### src/rtl/sio_irq_pkg.sv
package sio_irq_pkg;
  localparam int NSRC    = 8;
  localparam int NCH     = 2;
  localparam int SPC     = NSRC / NCH;
  localparam int CODE_W  = 3;
  localparam int VEC_W   = 8;
  localparam int LO_POS  = 1;
  localparam int HI_POS  = 4;
  localparam logic [CODE_W-1:0] IDLE_CODE = 3'b011;

  typedef enum logic [1:0] {
    RC_NONE = 2'b00,
    RC_CH_B = 2'b01,
    RC_CH_A = 2'b10,
    RC_FULL = 2'b11
  } rst_cmd_e;

  typedef struct packed {
    logic noack;
    logic stat_hi;
    logic mie;
    logic loop;
  } mode_t;

  // Rank: channel A above B; within a channel special > receive > transmit > external.
  function automatic logic [2:0] src_rank(logic [CODE_W-1:0] c);
    logic [1:0] w;
    case (c[1:0])
      2'b11:   w = 2'd3;
      2'b10:   w = 2'd2;
      2'b00:   w = 2'd1;
      default: w = 2'd0;
    endcase
    return {c[2], w};
  endfunction
endpackage

### src/rtl/sio_prio_pick.sv
module sio_prio_pick
  import sio_irq_pkg::*;
(
  input  logic [NSRC-1:0]   req,
  output logic              vld,
  output logic [CODE_W-1:0] code
);
  always_comb begin
    vld  = 1'b0;
    code = IDLE_CODE;
    for (int i = 0; i < NSRC; i++) begin
      if (req[i] && (!vld || (src_rank(CODE_W'(i)) > src_rank(code)))) begin
        vld  = 1'b1;
        code = CODE_W'(i);
      end
    end
  end
endmodule

### src/rtl/sio_cmd_reg.sv
module sio_cmd_reg
  import sio_irq_pkg::*;
#(
  parameter int BUSY_CYC = 5
) (
  input  logic             clk,
  input  logic             rst_n,
  input  logic             wr_en,
  input  logic [VEC_W-1:0] wr_data,
  output logic             wr_acc,
  output mode_t            mode,
  output logic [NCH-1:0]   chan_en,
  output logic [NCH-1:0]   clr_now,
  output logic [NCH-1:0]   chan_clr,
  output logic             wr_busy
);
  localparam int CNT_W = $clog2(BUSY_CYC + 1);
  localparam logic [CNT_W-1:0] CNT_LOAD = CNT_W'(BUSY_CYC);

  rst_cmd_e         rc;
  mode_t            mode_q, mode_n;
  logic [NCH-1:0]   en_q, en_n;
  logic [NCH-1:0]   clr_q;
  logic [CNT_W-1:0] cnt_q, cnt_n;

  assign wr_busy = (cnt_q != '0);
  assign wr_acc  = wr_en && !wr_busy;
  assign rc      = rst_cmd_e'(wr_data[7:6]);

  always_comb begin
    clr_now = '0;
    if (wr_acc) begin
      case (rc)
        RC_CH_B: clr_now = 2'b01;
        RC_CH_A: clr_now = 2'b10;
        RC_FULL: clr_now = 2'b11;
        default: clr_now = 2'b00;
      endcase
    end
  end

  always_comb begin
    mode_n = mode_q;
    en_n   = en_q;
    if (wr_acc) begin
      mode_n.noack   = (rc == RC_FULL) ? 1'b0 : wr_data[5];
      mode_n.stat_hi = wr_data[4];
      mode_n.mie     = wr_data[3];
      mode_n.loop    = wr_data[2];
      en_n = (en_q | ((rc == RC_FULL) ? 2'b00 : wr_data[1:0])) & ~clr_now;
    end
  end

  always_comb begin
    if (wr_acc && (rc != RC_NONE)) cnt_n = CNT_LOAD;
    else if (cnt_q != '0)          cnt_n = cnt_q - 1'b1;
    else                           cnt_n = cnt_q;
  end

  always_ff @(posedge clk or negedge rst_n) begin
    if (!rst_n) begin
      mode_q <= '0;
      en_q   <= '0;
      clr_q  <= '0;
      cnt_q  <= '0;
    end else begin
      mode_q <= mode_n;
      en_q   <= en_n;
      clr_q  <= clr_now;
      cnt_q  <= cnt_n;
    end
  end

  assign mode     = mode_q;
  assign chan_en  = en_q;
  assign chan_clr = clr_q;
endmodule

### src/rtl/sio_src_track.sv
module sio_src_track
  import sio_irq_pkg::*;
(
  input  logic              clk,
  input  logic              rst_n,
  input  logic [NSRC-1:0]   src_req,
  input  logic [NCH-1:0]    chan_en,
  input  logic [NCH-1:0]    clr_now,
  input  logic              mie,
  input  logic              noack,
  input  logic              ien_in,
  input  logic              ack,
  input  logic              eoi,
  output logic [NSRC-1:0]   isv,
  output logic              irq,
  output logic              top_vld,
  output logic [CODE_W-1:0] top_code,
  output logic              ack_take
);
  logic [NSRC-1:0]   pend_q, pend_n, isv_q, isv_n;
  logic [NSRC-1:0]   en_mask, rst_mask, ack_bit, eoi_bit;
  logic              s_vld;
  logic [CODE_W-1:0] s_code;
  logic              outranks;

  sio_prio_pick u_pend_pick (.req(pend_q), .vld(top_vld), .code(top_code));
  sio_prio_pick u_isv_pick  (.req(isv_q),  .vld(s_vld),   .code(s_code));

  for (genvar ch = 0; ch < NCH; ch++) begin : g_chan
    assign en_mask [ch*SPC +: SPC] = {SPC{chan_en[ch]}};
    assign rst_mask[ch*SPC +: SPC] = {SPC{clr_now[ch]}};
  end

  assign outranks = top_vld && (!s_vld || (src_rank(top_code) > src_rank(s_code)));
  assign irq      = mie && ien_in && outranks;
  assign ack_take = ack && !noack && irq;
  assign ack_bit  = ack_take ? (NSRC'(1) << top_code) : '0;
  assign eoi_bit  = (eoi && s_vld) ? (NSRC'(1) << s_code) : '0;

  always_comb begin
    pend_n = ((pend_q & ~ack_bit) | (src_req & en_mask)) & ~rst_mask;
    isv_n  = ((isv_q & ~eoi_bit) | ack_bit) & ~rst_mask;
  end

  always_ff @(posedge clk or negedge rst_n) begin
    if (!rst_n) begin
      pend_q <= '0;
      isv_q  <= '0;
    end else begin
      pend_q <= pend_n;
      isv_q  <= isv_n;
    end
  end

  assign isv = isv_q;
endmodule

### src/rtl/sio_vec_fmt.sv
module sio_vec_fmt
  import sio_irq_pkg::*;
(
  input  logic              clk,
  input  logic              rst_n,
  input  logic [VEC_W-1:0]  vec_base,
  input  logic              stat_hi,
  input  logic              code_vld,
  input  logic [CODE_W-1:0] code,
  input  logic              ack_take,
  output logic [VEC_W-1:0]  vec_b,
  output logic [VEC_W-1:0]  ack_vec
);
  logic [CODE_W-1:0] sel;
  logic [VEC_W-1:0]  hold_q, hold_n;

  assign sel = code_vld ? code : IDLE_CODE;

  always_comb begin
    vec_b = vec_base;
    for (int i = 0; i < CODE_W; i++) begin
      if (stat_hi) vec_b[HI_POS + i] = sel[CODE_W - 1 - i];
      else         vec_b[LO_POS + i] = sel[i];
    end
  end

  assign hold_n = ack_take ? vec_b : hold_q;

  always_ff @(posedge clk or negedge rst_n) begin
    if (!rst_n) hold_q <= '0;
    else        hold_q <= hold_n;
  end

  assign ack_vec = hold_q;
endmodule

### src/rtl/sio_irq_ctrl.sv
module sio_irq_ctrl
  import sio_irq_pkg::*;
#(
  parameter int BUSY_CYC = 5
) (
  input  logic             clk,
  input  logic             rst_n,
  input  logic             wr_en,
  input  logic [VEC_W-1:0] wr_data,
  output logic             wr_busy,
  input  logic             ack,
  input  logic             eoi,
  input  logic [NSRC-1:0]  src_req,
  input  logic [VEC_W-1:0] vec_base,
  input  logic             ien_in,
  output logic             ien_out,
  output logic             irq,
  output logic [VEC_W-1:0] vec_b,
  output logic [VEC_W-1:0] ack_vec,
  output logic [NCH-1:0]   chan_clr,
  output logic             loop_ctl
);
  mode_t             mode;
  logic              wr_acc;
  logic [NCH-1:0]    chan_en, clr_now;
  logic [NSRC-1:0]   isv;
  logic              top_vld, ack_take;
  logic [CODE_W-1:0] top_code;
  logic              mie_w, noack_w;

  sio_cmd_reg #(.BUSY_CYC(BUSY_CYC)) u_cmd (
    .clk(clk), .rst_n(rst_n), .wr_en(wr_en), .wr_data(wr_data),
    .wr_acc(wr_acc), .mode(mode), .chan_en(chan_en), .clr_now(clr_now),
    .chan_clr(chan_clr), .wr_busy(wr_busy)
  );

  assign mie_w   = mode.mie;
  assign noack_w = mode.noack;

  sio_src_track u_trk (
    .clk(clk), .rst_n(rst_n), .src_req(src_req), .chan_en(chan_en),
    .clr_now(clr_now), .mie(mie_w), .noack(noack_w), .ien_in(ien_in),
    .ack(ack), .eoi(eoi), .isv(isv), .irq(irq), .top_vld(top_vld),
    .top_code(top_code), .ack_take(ack_take)
  );

  sio_vec_fmt u_vec (
    .clk(clk), .rst_n(rst_n), .vec_base(vec_base), .stat_hi(mode.stat_hi),
    .code_vld(top_vld), .code(top_code), .ack_take(ack_take),
    .vec_b(vec_b), .ack_vec(ack_vec)
  );

  assign ien_out  = ien_in && (isv == '0) && !(mie_w && noack_w && top_vld);
  assign loop_ctl = mode.loop;
endmodule

### config.mk
export PLATFORM = sky130hd
export DESIGN_NAME = sio_irq_ctrl
export DESIGN_NICKNAME = d
export VERILOG_FILES = /design/src/rtl/sio_irq_pkg.sv /design/src/rtl/sio_prio_pick.sv /design/src/rtl/sio_cmd_reg.sv /design/src/rtl/sio_src_track.sv /design/src/rtl/sio_vec_fmt.sv /design/src/rtl/sio_irq_ctrl.sv
export SDC_FILE = /design/constraint.sdc
export NUM_CORES = 1
export LEC_CHECK = 0
export BUFFER_PORTS_ARGS = -buffer_cell sky130_fd_sc_hd__buf_2
export CAP_MARGIN = 40
export CORE_AREA = 3 3 67 69
export CTS_CLUSTER_DIAMETER = 30
export CTS_CLUSTER_SIZE = 14
export DETAILED_ROUTE_END_ITERATION = 10
export DIE_AREA = 0 0 70 72
export GPL_TIMING_DRIVEN = 0
export PLACE_DENSITY = 0.91
export SYNTH_ARGS = -nofsm -noshare
export SYNTH_HDL_FRONTEND = slang
export SYNTH_HIERARCHICAL = 1
export SYNTH_SLANG_ARGS = --single-unit
### constraint.sdc
create_clock -name clk -period 9.3 [get_ports clk]
set_clock_uncertainty 0.15 [all_clocks]
set_input_delay 1.395 -clock clk [delete_from_list [all_inputs] [get_ports clk]]
set_output_delay 1.395 -clock clk [all_outputs]
set_load 0.01 [all_outputs]
# After elaboration in Yosys (flattened, before gate mapping)
# Index checks and enable logic that the tools add are counted.
op_classes:
  addsub: 1
  n_mul: 0
  div_mod_pow: 0
  order_cmp: 15
  n_eq_ne: 35
  n_shift: 2
  muxes: 63
  n_bitwise: 13
  reduce_logical: 79
ops:
  columns: ["operator", "n"]
  rows:
  - ["2-bit case mux with 3 select lines", 17]
  - ["2-bit equality test, second input constant", 34]
  - ["3-bit two-way mux", 15]
  - ["8-bit AND", 5]
  - ["2-bit zero test", 16]
  - ["1-bit logical AND", 26]
  - ["3-bit greater-than comparator, first input constant", 8]
  - ["8-bit NOT", 3]
  - ["1-bit two-way mux", 23]
  - ["1-bit zero test", 18]
  - ["8-bit two-way mux", 2]
  - ["8-bit bitwise OR", 2]
  - ["1-bit by 3-bit << shifter with 8-bit output, first input constant", 2]
  - ["1-bit logical OR", 15]
  - ["2-bit by 3-bit greater-than comparator with 1-bit output, first input constant", 4]
  - ["2-bit two-way mux", 6]
  - ["8-bit zero test", 1]
  - ["1-bit by 2-bit greater-than comparator with 1-bit output, first input constant", 2]
  - ["2-bit nonzero test", 2]
  - ["3-bit greater-than comparator", 1]
  - ["3-bit nonzero test", 1]
  - ["3-bit by 1-bit subtractor with 3-bit output, second input constant", 1]
  - ["2-bit AND", 1]
  - ["2-bit by 1-bit equality test with 1-bit output, second input constant", 1]
  - ["other kinds (2)", 2]
word_totals:
  reg_bits: 35
  latch_bits: 0
  ram_bits: 0
  rom_bits: 0
  inputBits: 30
  output_inout_bits: 22
  wordCells: 218
  memories: 0

# Logic depth before layout (Yosys ltp)
# Gate-level depths: netlist of run 1.
logic_depth:
  depth_word: 55
  depth_mapped: 15
  depth_no_buf: 13

# Cells and area by module
# Netlist of run 1, hierarchy kept.
by_module_without_submodules:
  columns: ["module", "n_inst", "cells_per_inst", "area_per_inst_um2"]
  rows:
  - ["sio_src_track", 1, 124, 1117.3]
  - ["sio_vec_fmt", 1, 45, 489.2]
  - ["sio_cmd_reg", 1, 40, 484.2]
  - ["sio_prio_pick", 2, 12, 56.3]
  - ["sio_irq_ctrl", 1, 5, 37.5]

# Least setup slack after synthesis of run 1
# No wires, ideal clock.
synth_path:
  path_type: "register to output"
  from: "reg u_trk.pend_q[3]"
  to: "out irq"
  arrival_time_ps: 2245
  t_required_ps: 7755
  slack_ps: 5510
  stages_incl_launch_ff: 12
  cell_sequence: "dfrtp_1 -> nor2_1 -> o21ai_1 -> a21o_1 -> ha_1 -> inv_1 -> nand2_1 -> ha_1 -> and3_1 -> o21a_1 -> buf_2 -> nor3_1"
synth_via:
  elab_chain_len: 32
  word_cells_on_any_way: 51
synth_rtl:
  columns: ["element", "line", "text"]
  rows:
  - ["from (decl)", "sio_src_track.sv:20", "logic [NSRC-1:0] pend_q, pend_n, isv_q, isv_n;"]
  - ["from (signal assigned)", "sio_src_track.sv:50", "pend_q <= pend_n;"]
  - ["1-bit logical AND (*)", "sio_prio_pick.sv:12", "if (req[i] && (!vld || (src_rank(CODE_W'(i)) > src_rank(code)))) begin"]
  - ["3-bit two-way mux", "sio_prio_pick.sv:12", null]
  - ["2-bit equality test or 2-bit zero test (tied branches)", "sio_irq_pkg.sv:28", "case (c[1:0])"]
  - ["2-bit case mux with 3 select lines", "sio_irq_pkg.sv:28", null]
  - ["3-bit greater-than comparator", "sio_prio_pick.sv:12", null]
  - ["1-bit logical OR", "sio_prio_pick.sv:12", null]
  - ["1-bit logical AND", "sio_prio_pick.sv:12", null]
  - ["3-bit two-way mux", "sio_prio_pick.sv:12", null]
  - ["(+17 left out)", null, null]
  - ["3-bit two-way mux (*)", "sio_prio_pick.sv:12", null]
  - ["net top_code[0]", "sio_irq_ctrl.sv:28", "logic [CODE_W-1:0] top_code;"]
  - ["2-bit equality test or 2-bit zero test (tied branches)", "sio_irq_pkg.sv:28", null]
  - ["2-bit case mux with 3 select lines (*)", "sio_irq_pkg.sv:28", null]
  - ["3-bit greater-than comparator (*)", "sio_src_track.sv:34", "assign outranks = top_vld && (!s_vld || (src_rank(top_code) > src_rank(s_code)));"]
  - ["1-bit logical OR (*)", "sio_src_track.sv:34", null]
  - ["1-bit logical AND (*)", "sio_src_track.sv:34", null]
  - ["1-bit logical AND (*)", "sio_src_track.sv:35", "assign irq = mie && ien_in && outranks;"]
  - ["to (decl)", "sio_irq_ctrl.sv:17", "output logic irq,"]
# Mark *: on every way through the listed nets, which the timed path passes. The rest lies on a longest branch.

# Worst setup path after layout of run 1
# Ends and elaborated chain as after synthesis.

==> results.py, run 1 <==
metrics = {
    "outcome": {
        "outcome": "finished clean",
    },
    "floorplan": {
        "core-area_mm2": 0.00397,
        "num_rows": 23,
        "pin_count": 52,
        "die_h_um": 72,
        "start_util_pct": 56.4,
        "die-area_mm2": 0.00504,
        "die_w_um": 70,
    },
    "routing": {
        "dr.pass1.iters": 4,
        "viasPerCell": 5.66,
        "ant_nets": 0,
        "finalWirelength_mm": 5.28,
        "wl_per_cell_um": 15.3,
        "drt_iter0_drc": 122,
        "num_vias": 1957,
        "drc": 0,
    },
    "setup_path": {
        "cp-end-kind": "primary output",
        "critical_path_class": "reg -> out",
        "worstSetupStartpointType": "flop",
        "crit_fanout": 10,
        "path_delay_family": "compound AO/OA/AOI/OAI gates",
        "arrival_ps": 2950,
        "crit_buf_inv": 3,
        "critPathMaxStageDelay_ps": 410,
        "crit_chain": "nor2_1 -> o21ai_1 -> a21o_1 -> ha_1 -> inv_1 -> nand2_1 -> ha_1 -> and3_1 -> o21a_1 -> buf_2 -> nor3_1 -> buf_2",
        "slowest_stage": "dfrtp_1",
        "cp.required_ps": 7760,
    },
    "yosys": {
        "synth_edf_count": 0,
        "synthArstFlopShare_pct": 100,
        "syn_area_per_cell_um2": 9.42,
        "ys_warn_count": 6,
        "syn-instance-count": 238,
        "synth_seq_cells": 35,
        "synthTopCellsByArea": "dfrtp_1 (39%), ha_1 (7.3%), nor2_1 (5.2%)",
        "syn-cell-area_mm2": 0.00224,
        "synthDominantCellAreaShare_pct": 39.1,
        "yosysUniqueCellTypes": 51,
        "synth_flop_cell": "dfrtp_1",
        "yosysSeqAreaShare_pct": 39.1,
        "syn_nets": 281,
        "synth_area_leader_cell": "dfrtp_1",
    },
    "final_layout": {
        "diodes": 0,
        "final_area_mm2": 0.00265,
        "fin_nets": 339,
        "layout-drive-gt1-share_pct": 29.7,
        "area_growth_pct": 18.1,
        "fillers": 319,
        "final_cell_mix": "buf_2 (52), dfrtp_1 (35), nor2_1 (31)",
        "final_common_cell": "buf_2",
    },
    "cts": {
        "cts_buffers": 5,
        "cts_resized": 0,
        "clk_transition_reported_paths_ps": 70,
        "cts_htree_levels": 2,
        "postCtsSetupBuffers": 0,
        "ctsRootBufferMaster": "clkbuf_8",
        "hold_buffers": 0,
        "clk_latency_ps": 300,
        "cts_sinks": 35,
        "tritoncts": "built",
        "clk_path_buf_depth": 2,
    },
    "timing": {
        "worst-slew-pin-transition_ps": 781,
        "period_share_pct": 48.4,
        "finalHoldViolations": 0,
        "max_freq_mhz": 222,
        "setup_viol": 0,
        "tns_ps": 0,
        "slew_headroom_pct": 47.9,
        "rsz0062_at_grt": "false",
        "report.final.slew_viol_count": 0,
        "min_period_ps": 4500,
    },
    "grt": {
        "gr-total-overflow": 0,
        "grt_max_degree": 36,
        "grt_usage_pct": 21.5,
        "grt_pass1_vias": 1891,
        "antenna_found_initial": 0,
        "grt_pass1_wl_mm": 8.57,
    },
    "run": {
        "drv_cap": 0,
    },
    "placement": {
        "placed_area_mm2": 0.00256,
        "dpl.hpwl_mm": 4.05,
        "routabilityCongestion": 0.945,
        "port_buffers": 51,
    },
    "power_and_ir_drop": {
        "power_density_mw_per_mm2": 352,
        "leakage_uw": 0.00127,
        "ir_drop_v": 0.000247,
        "power_uw": 933,
    },
    "hold_path": {
        "worstHoldPathType": "reg -> reg",
    },
}
[cell usage after synthesis, drive strengths merged, types with 6 or more instances]
cell type,n
dfrtp,35
a21oi,15
ha,13
inv,19
o21ai,6
nand4,6
nand2,20
o41ai,7
nor2,31
buf,6
[sequential cells by signal, summed over array words and instances (netlist names)]
| signal | cells |
|---|---|
| u_cmd/chan_clr | 2 |
| u_cmd/chan_en | 2 |
| u_cmd/cnt_q | 3 |
| u_cmd/mode | 4 |
| u_trk/isv | 8 |
| u_trk/pend_q | 8 |
| u_vec/ack_vec | 8 |
[worst paths after layout]
kind | cells after the start | from | slack, ps | endpoint
max | 12 | u_trk/pend_q[3] | 4800 | irq
min | 1 | u_cmd/cnt_q[0] | 330 | u_cmd/cnt_q[0]
max reg2reg | 13 | u_trk/pend_q[3] | 5700 | u_vec/ack_vec[7]
min reg2reg | 1 | u_cmd/cnt_q[0] | 330 | u_cmd/cnt_q[0]
max in group asynchronous | 1 | rst_n | 7470 | u_cmd/cnt_q[2]
min in group asynchronous | 1 | rst_n | 1010 | u_trk/pend_q[2]
[per-stage QoR]
stage / setup WS [ps] / hold slack (ps) / cells / utilization [%]
global route: 4600 / 350 / 346 / 66.6
global placement: 5190 / 311 / 339 / 64.4
CTS: 4820 / 324 / 346 / 66.6
floorplan: 5510 / 295 / 238 / -
finish: 4800 / 328 / 346 / 66.6
detailed placement: 5160 / 315 / 339 / 64.4
[worst reg2reg max path, delay by kind of cell (launching register included)]
family	cells	cell delay, ps
simple gates	4	880
buf+inv	3	600
compound gates	3	580
fa+ha+maj	2	550
flops	1	410
mux	1	330
[power breakdown]
part,leakage [uW],internal [uW],switching [uW],total (uW)
Combinational,0.000810,226,323,549
Clock,0.0000470,58.0,53.5,112
Sequential,0.000418,218,54.0,272
[final cells by class]
class                      count  area (um2)  share of cell area (%)
tap                           50        62.6                    2.36
clock buffer                   6        82.6                    3.12
clock inverter                 1        5.00                   0.189
inverter                      19        71.3                    2.70
timing repair buffer          51         255                    9.65
sequential                    35         876                    33.1
buffer                        10        68.8                    2.60
multi-input combinational    174        1220                    46.3
[per-layer routing]
layer | wire (um) | GRT usage [%] | part of all wire (%) | vias to the layer above
li1 | - | - | - | 961
met1 | 2280 | 27.0 | 43 | 922
met2 | 2560 | 35.2 | 49 | 61
met3 | 316 | 5.40 | 6.0 | 13
met4 | 115 | 9.57 | 2.2 | 0
met5 | 0 | 0 | 0 | -
[kinds of logic after synthesis]
kind of cell,synth area share (%)
fa+ha+maj,7.26
buf+inv,6.25
mux,3.01
flops,39.1
compound gates,19.5
simple gates,24.9
Note: power is estimated with default switching activity, not from simulation.
==> run 2: changes to the inputs <==
CORE_AREA = 3 3 69 71   (was 3 3 67 69)
DIE_AREA = 0 0 72 74   (was 0 0 70 72)
PLACE_DENSITY = 0.87   (was 0.91)
clock period = 4.2 ns   (was 9.3 ns; I/O delays follow)
==> run 2 against run 1 <==
Against the previous run: critical endpoint unchanged; global-route usage decreased by 1.2 points; final area hardly changed; largest cell class unchanged; total power rose by 120%; highest routed layer unchanged.
==> results.py, run 2 (synthesis gave the netlist of run 1 again) <==
metrics = {
    "cts": {
        "cts_htree_levels": 2,
        "tritoncts": "built",
        "clk_path_buf_depth": 2,
        "ctsRootBufferMaster": "clkbuf_8",
        "cts_resized": 0,
        "postCtsSetupBuffers": 0,
        "clk_transition_reported_paths_ps": 70,
        "cts_buffers": 5,
        "clk_latency_ps": 290,
        "cts_sinks": 35,
        "hold_buffers": 0,
    },
    "setup_path": {
        "crit_cells": 11,
        "arrival_ps": 2990,
        "ff2ff_path_depth": 12,
        "crit_start": "u_trk/pend_q[2]",
        "crit_fanout": 10,
        "cp.required_ps": 3420,
        "critPathMaxStageDelay_ps": 410,
        "path_delay_family": "simple AND/OR/NAND/NOR gates",
        "crit_buf_inv": 3,
        "crit_chain": "o31ai_1 -> nand2_1 -> ha_1 -> inv_1 -> nand2_1 -> ha_1 -> and3_1 -> o21a_1 -> buf_2 -> nor3_1 -> buf_2",
        "worstSetupStartpointType": "flop",
        "cp-end-kind": "primary output",
        "critical_path_class": "reg -> out",
        "r2r-start": "u_trk/pend_q[2]",
        "slowest_stage": "dfrtp_1",
    },
    "timing": {
        "rsz0062_at_grt": "false",
        "slew_headroom_pct": 47.9,
        "report.final.slew_viol_count": 0,
        "setup_slack_ps": 431,
        "period_share_pct": 89.7,
        "worst-slew-pin-transition_ps": 781,
        "min_period_ps": 3770,
        "finalHoldViolations": 0,
        "tns_ps": 0,
        "setup_viol": 0,
        "max_freq_mhz": 265,
    },
    "grt": {
        "grt_max_degree": 36,
        "gr-total-overflow": 0,
        "antenna_found_initial": 0,
        "grt_pass1_vias": 1892,
        "grt_usage_pct": 20.2,
        "grt_pass1_wl_mm": 8.40,
    },
    "routing": {
        "drt_iter0_drc": 123,
        "wl_per_cell_um": 14.8,
        "drc": 0,
        "viasPerCell": 5.68,
        "num_vias": 1978,
        "dr.pass1.iters": 4,
        "finalWirelength_mm": 5.15,
        "ant_nets": 0,
    },
    "power_and_ir_drop": {
        "ir_drop_v": 0.000368,
        "power_density_mw_per_mm2": 773,
        "leakage_uw": 0.00127,
    },
    "final_layout": {
        "area_growth_pct": 18.2,
        "final_cell_mix": "buf_2 (52), dfrtp_1 (35), nor2_1 (31)",
        "diodes": 0,
        "layout-drive-gt1-share_pct": 29.7,
        "final_common_cell": "buf_2",
        "fin_cells": 348,
        "fin_nets": 339,
    },
    "floorplan": {
        "num_rows": 24,
        "core-area_mm2": 0.00429,
        "start_util_pct": 52.2,
        "die_h_um": 74,
        "die-area_mm2": 0.00533,
        "die_w_um": 72,
        "pin_count": 52,
    },
    "placement": {
        "dp.cells": 341,
        "port_buffers": 51,
        "routabilityCongestion": 0.899,
        "dp_slack_ps": 590,
        "dpl.hpwl_mm": 3.90,
    },
    "hold_path": {
        "worstHoldPathType": "in -> async",
    },
    "outcome": {
        "outcome": "finished clean",
    },
    "run": {
        "drv_cap": 0,
    },
}
run 2: cell counts in the layout (fill, tap and decap cells not counted):
Identical to the previous run, type by type.
run 2: per-layer routing:
layer	track usage, %	vias up	share of wire, %
li1	-	964	-
met4	9.39	0	2.5
met2	35.0	71	48
met3	4.19	15	6.8
met5	0	-	0
met1	24.4	928	43
run 2: cell type report:
cell class,count,area [um2]
Buffer,10,68.8
Clock buffer,6,82.6
Clock inverter,1,5.00
Fill cell,386,1650
Inverter,19,71.3
Multi-Input combinational cell,174,1220
Sequential cell,35,876
Tap cell,52,65.1
Timing Repair Buffer,51,255
run 2: metrics by stage:
stage	hold slack [ps]	utilization (%)	power [uW]	area, um2
2_1_floorplan	184	-	1470	2240
3_5_place_dp	312	59.6	1790	2560
6_report	266	61.7	2050	2650
4_1_cts	298	61.7	2050	2650
3_3_place_gp	307	59.6	1740	2560
5_1_grt	335	61.7	2220	2650
run 2: power by group:
part / switching [uW] / leakage, uW / internal, uW
sequential: 120 / 0.000418 / 484
clock: 119 / 0.0000470 / 129
combinational: 700 / 0.000810 / 496
total: 939 / 0.00127 / 1110
run 2: path summary, 6_finish.rpt:
| path | endpoint | slack, ps |
|---|---|---|
| worst max-delay path | irq | 430 |
| worst min-delay path | u_cmd/cnt_q[2] | 270 |
| worst max register to register | u_vec/ack_vec[7] | 550 |
| worst min register to register | u_cmd/cnt_q[0] | 330 |
| max in group asynchronous | u_trk/pend_q[0] | 3140 |
| min in group clk | u_cmd/cnt_q[0] | 330 |
==> run 3: changes to the inputs <==
PLACE_DENSITY = 0.82   (was 0.87)
RECOVER_POWER = 50   (was default)
==> run 3 against run 2 <==
Against the previous run: the run now ends with max-capacitance violations, max-slew violations left; fmax is 0.33% lower; final area is 0.24% higher; non-clock buffer count stayed put; via count is 1.5% higher; clock power is 24% higher; total power is 4.0% higher; critical path depth is 1 higher; register-to-register slack worse by 20 ps; global-route usage is 0.31 points higher; final cell count is 0.29% higher; sequential share of layout area is 0.078 points lower; combinational power hardly changed; critical path type unchanged; critical endpoint unchanged.
==> results.py, run 3 (synthesis gave the netlist of run 1 again) <==
metrics = {
    "outcome": {
        "outcome": "finished, violations left",
        "failed_checks": "max-capacitance violations, max-slew violations",
    },
    "placement": {
        "dp.cells": 341,
        "port_buffers": 51,
        "routabilityCongestion": 0.903,
        "dp_slack_ps": 592,
        "dpl.hpwl_mm": 3.93,
    },
    "cts": {
        "cts_resized": 0,
        "hold_buffers": 0,
        "cts_htree_levels": 2,
        "clk_path_buf_depth": 2,
        "cts_buffers": 5,
        "postCtsSetupBuffers": 0,
        "tritoncts": "built",
        "cts_sinks": 35,
        "clk_transition_reported_paths_ps": 80,
        "clk_latency_ps": 290,
        "ctsRootBufferMaster": "clkbuf_8",
    },
    "routing": {
        "ant_nets": 0,
        "num_vias": 2007,
        "viasPerCell": 5.75,
        "dr.pass1.iters": 5,
        "drc": 0,
        "drt_iter0_drc": 106,
        "finalWirelength_mm": 5.36,
        "wl_per_cell_um": 15.4,
    },
    "final_layout": {
        "area_growth_pct": 18.5,
        "diodes": 0,
        "final_common_cell": "buf_2",
        "layout-drive-gt1-share_pct": 27.3,
        "fin_cells": 349,
        "final_cell_mix": "buf_2 (47), dfrtp_1 (35), nor2_1 (31)",
        "utilization_pct": 61.8,
        "fin_nets": 339,
    },
    "timing": {
        "setup_slack_ps": 418,
        "max_freq_mhz": 264,
        "worst-slew-pin-transition_ps": 1920,
        "whs_ps": 322,
        "finalHoldViolations": 0,
        "setup_viol": 0,
        "period_share_pct": 90.0,
        "min_period_ps": 3780,
        "rsz0062_at_grt": "false",
        "tns_ps": 0,
        "slew_headroom_pct": -28.0,
        "report.final.slew_viol_count": 36,
    },
    "setup_path": {
        "cp.required_ps": 3420,
        "cp-end-kind": "primary output",
        "rrSetupSlack_ps": 530,
        "ff2ff_path_depth": 13,
        "r2r-start": "u_trk/pend_q[0]",
        "arrival_ps": 3000,
        "worstSetupStartpointType": "flop",
        "timing.rr.end": "u_vec/ack_vec[7]",
        "crit_fanout": 10,
        "critical_path_class": "reg -> out",
    },
    "floorplan": {
        "die-area_mm2": 0.00533,
        "die_w_um": 72,
        "pin_count": 52,
        "core-area_mm2": 0.00429,
        "die_h_um": 74,
        "start_util_pct": 52.2,
        "num_rows": 24,
    },
    "power_and_ir_drop": {
        "swShare_pct": 46.0,
        "ir_drop_v": 0.000466,
        "p_int_uw": 1150,
        "p_sw_uw": 978,
        "leakage_uw": 0.00126,
        "clockPowerShare_pct": 14.4,
        "p_seq_share_pct": 28.5,
        "power_density_mw_per_mm2": 802,
        "power_frac_comb_pct": 57.1,
    },
    "grt": {
        "grt_pass1_vias": 1832,
        "grt_pass1_wl_mm": 8.49,
        "grt_max_degree": 36,
        "gr-total-overflow": 0,
        "grt_usage_pct": 20.6,
        "antenna_found_initial": 0,
    },
    "hold_path": {
        "worstHoldPathType": "reg -> reg",
        "whs_endpoint": "u_cmd/cnt_q[0]",
        "min_from": "u_cmd/cnt_q[0]",
        "min_path_cells": 1,
    },
    "run": {
        "drv_cap": 1,
    },
}
-- run 3: cell count changes in the layout (fill, tap and decap cells not counted) --
cell / before / now
clkbuf_8: 6 / 5
buf_6: 3 / 2
bufinv_16: 0 / 1
clkbuf_1: 4 / 10
buf_2: 52 / 47
and2_0: 0 / 2
clkinv_4: 0 / 1
and2_4: 2 / 0
-- run 3: metal layers --
layer	vias up	share of wire, %	global-route usage [%]
met4	0	1.4	7.72
met3	10	6.6	4.19
met2	81	50	34.4
li1	964	-	-
met5	-	0	0
met1	952	42	26.5
-- run 3: metrics by stage --
stage | power [uW] | instance area, um2
floorplan | 1470 | 2240
global placement | 1750 | 2560
detailed placement | 1800 | 2560
CTS | 2130 | 2670
global route | 2300 | 2660
finish | 2130 | 2660
-- run 3: power groups by stage --
stage	Sequential [uW]	Clock [uW]	Combinational, uW
floorplan	601	0	870
global placement	603	0	1150
detailed placement	607	0	1190
CTS	604	313	1210
global route	628	327	1340
finish	607	307	1210
-- run 3: critical path, cell delays in order, from the launching register on --
cell and delay (ps):
dfrtp_1 390, nor2_1 80, o31ai_1 220, nand2_1 190
ha_1 310, inv_1 130, nand2_1 70, ha_1 300
and3_1 160, o21a_1 240, buf_2 220, nor3_1 230
buf_2 170
-- run 3: worst max-delay path by stage --
| stage | startpoint | endpoint | cells past startpoint |
|---|---|---|---|
| 2_1_floorplan | u_trk/pend_q[3] | u_vec/ack_vec[7] | 13 |
| 3_5_place_dp | u_trk/pend_q[2] | u_vec/ack_vec[7] | 12 |
| 5_1_grt | u_trk/pend_q[0] | irq | 12 |
| 4_1_cts | u_trk/pend_q[0] | irq | 12 |
| 6_report | u_trk/pend_q[0] | irq | 12 |
| 3_3_place_gp | u_trk/pend_q[2] | u_vec/ack_vec[7] | 12 |
-- run 3: layout make-up --
type / instances / area, um2
Fill cell: 394 / 1640
Multi-Input combinational cell: 174 / 1220
Sequential cell: 35 / 876
Timing Repair Buffer: 51 / 249
Inverter: 19 / 71.3
Clock buffer: 5 / 68.8
Tap cell: 52 / 65.1
Buffer: 10 / 61.3
Clock inverter: 3 / 43.8
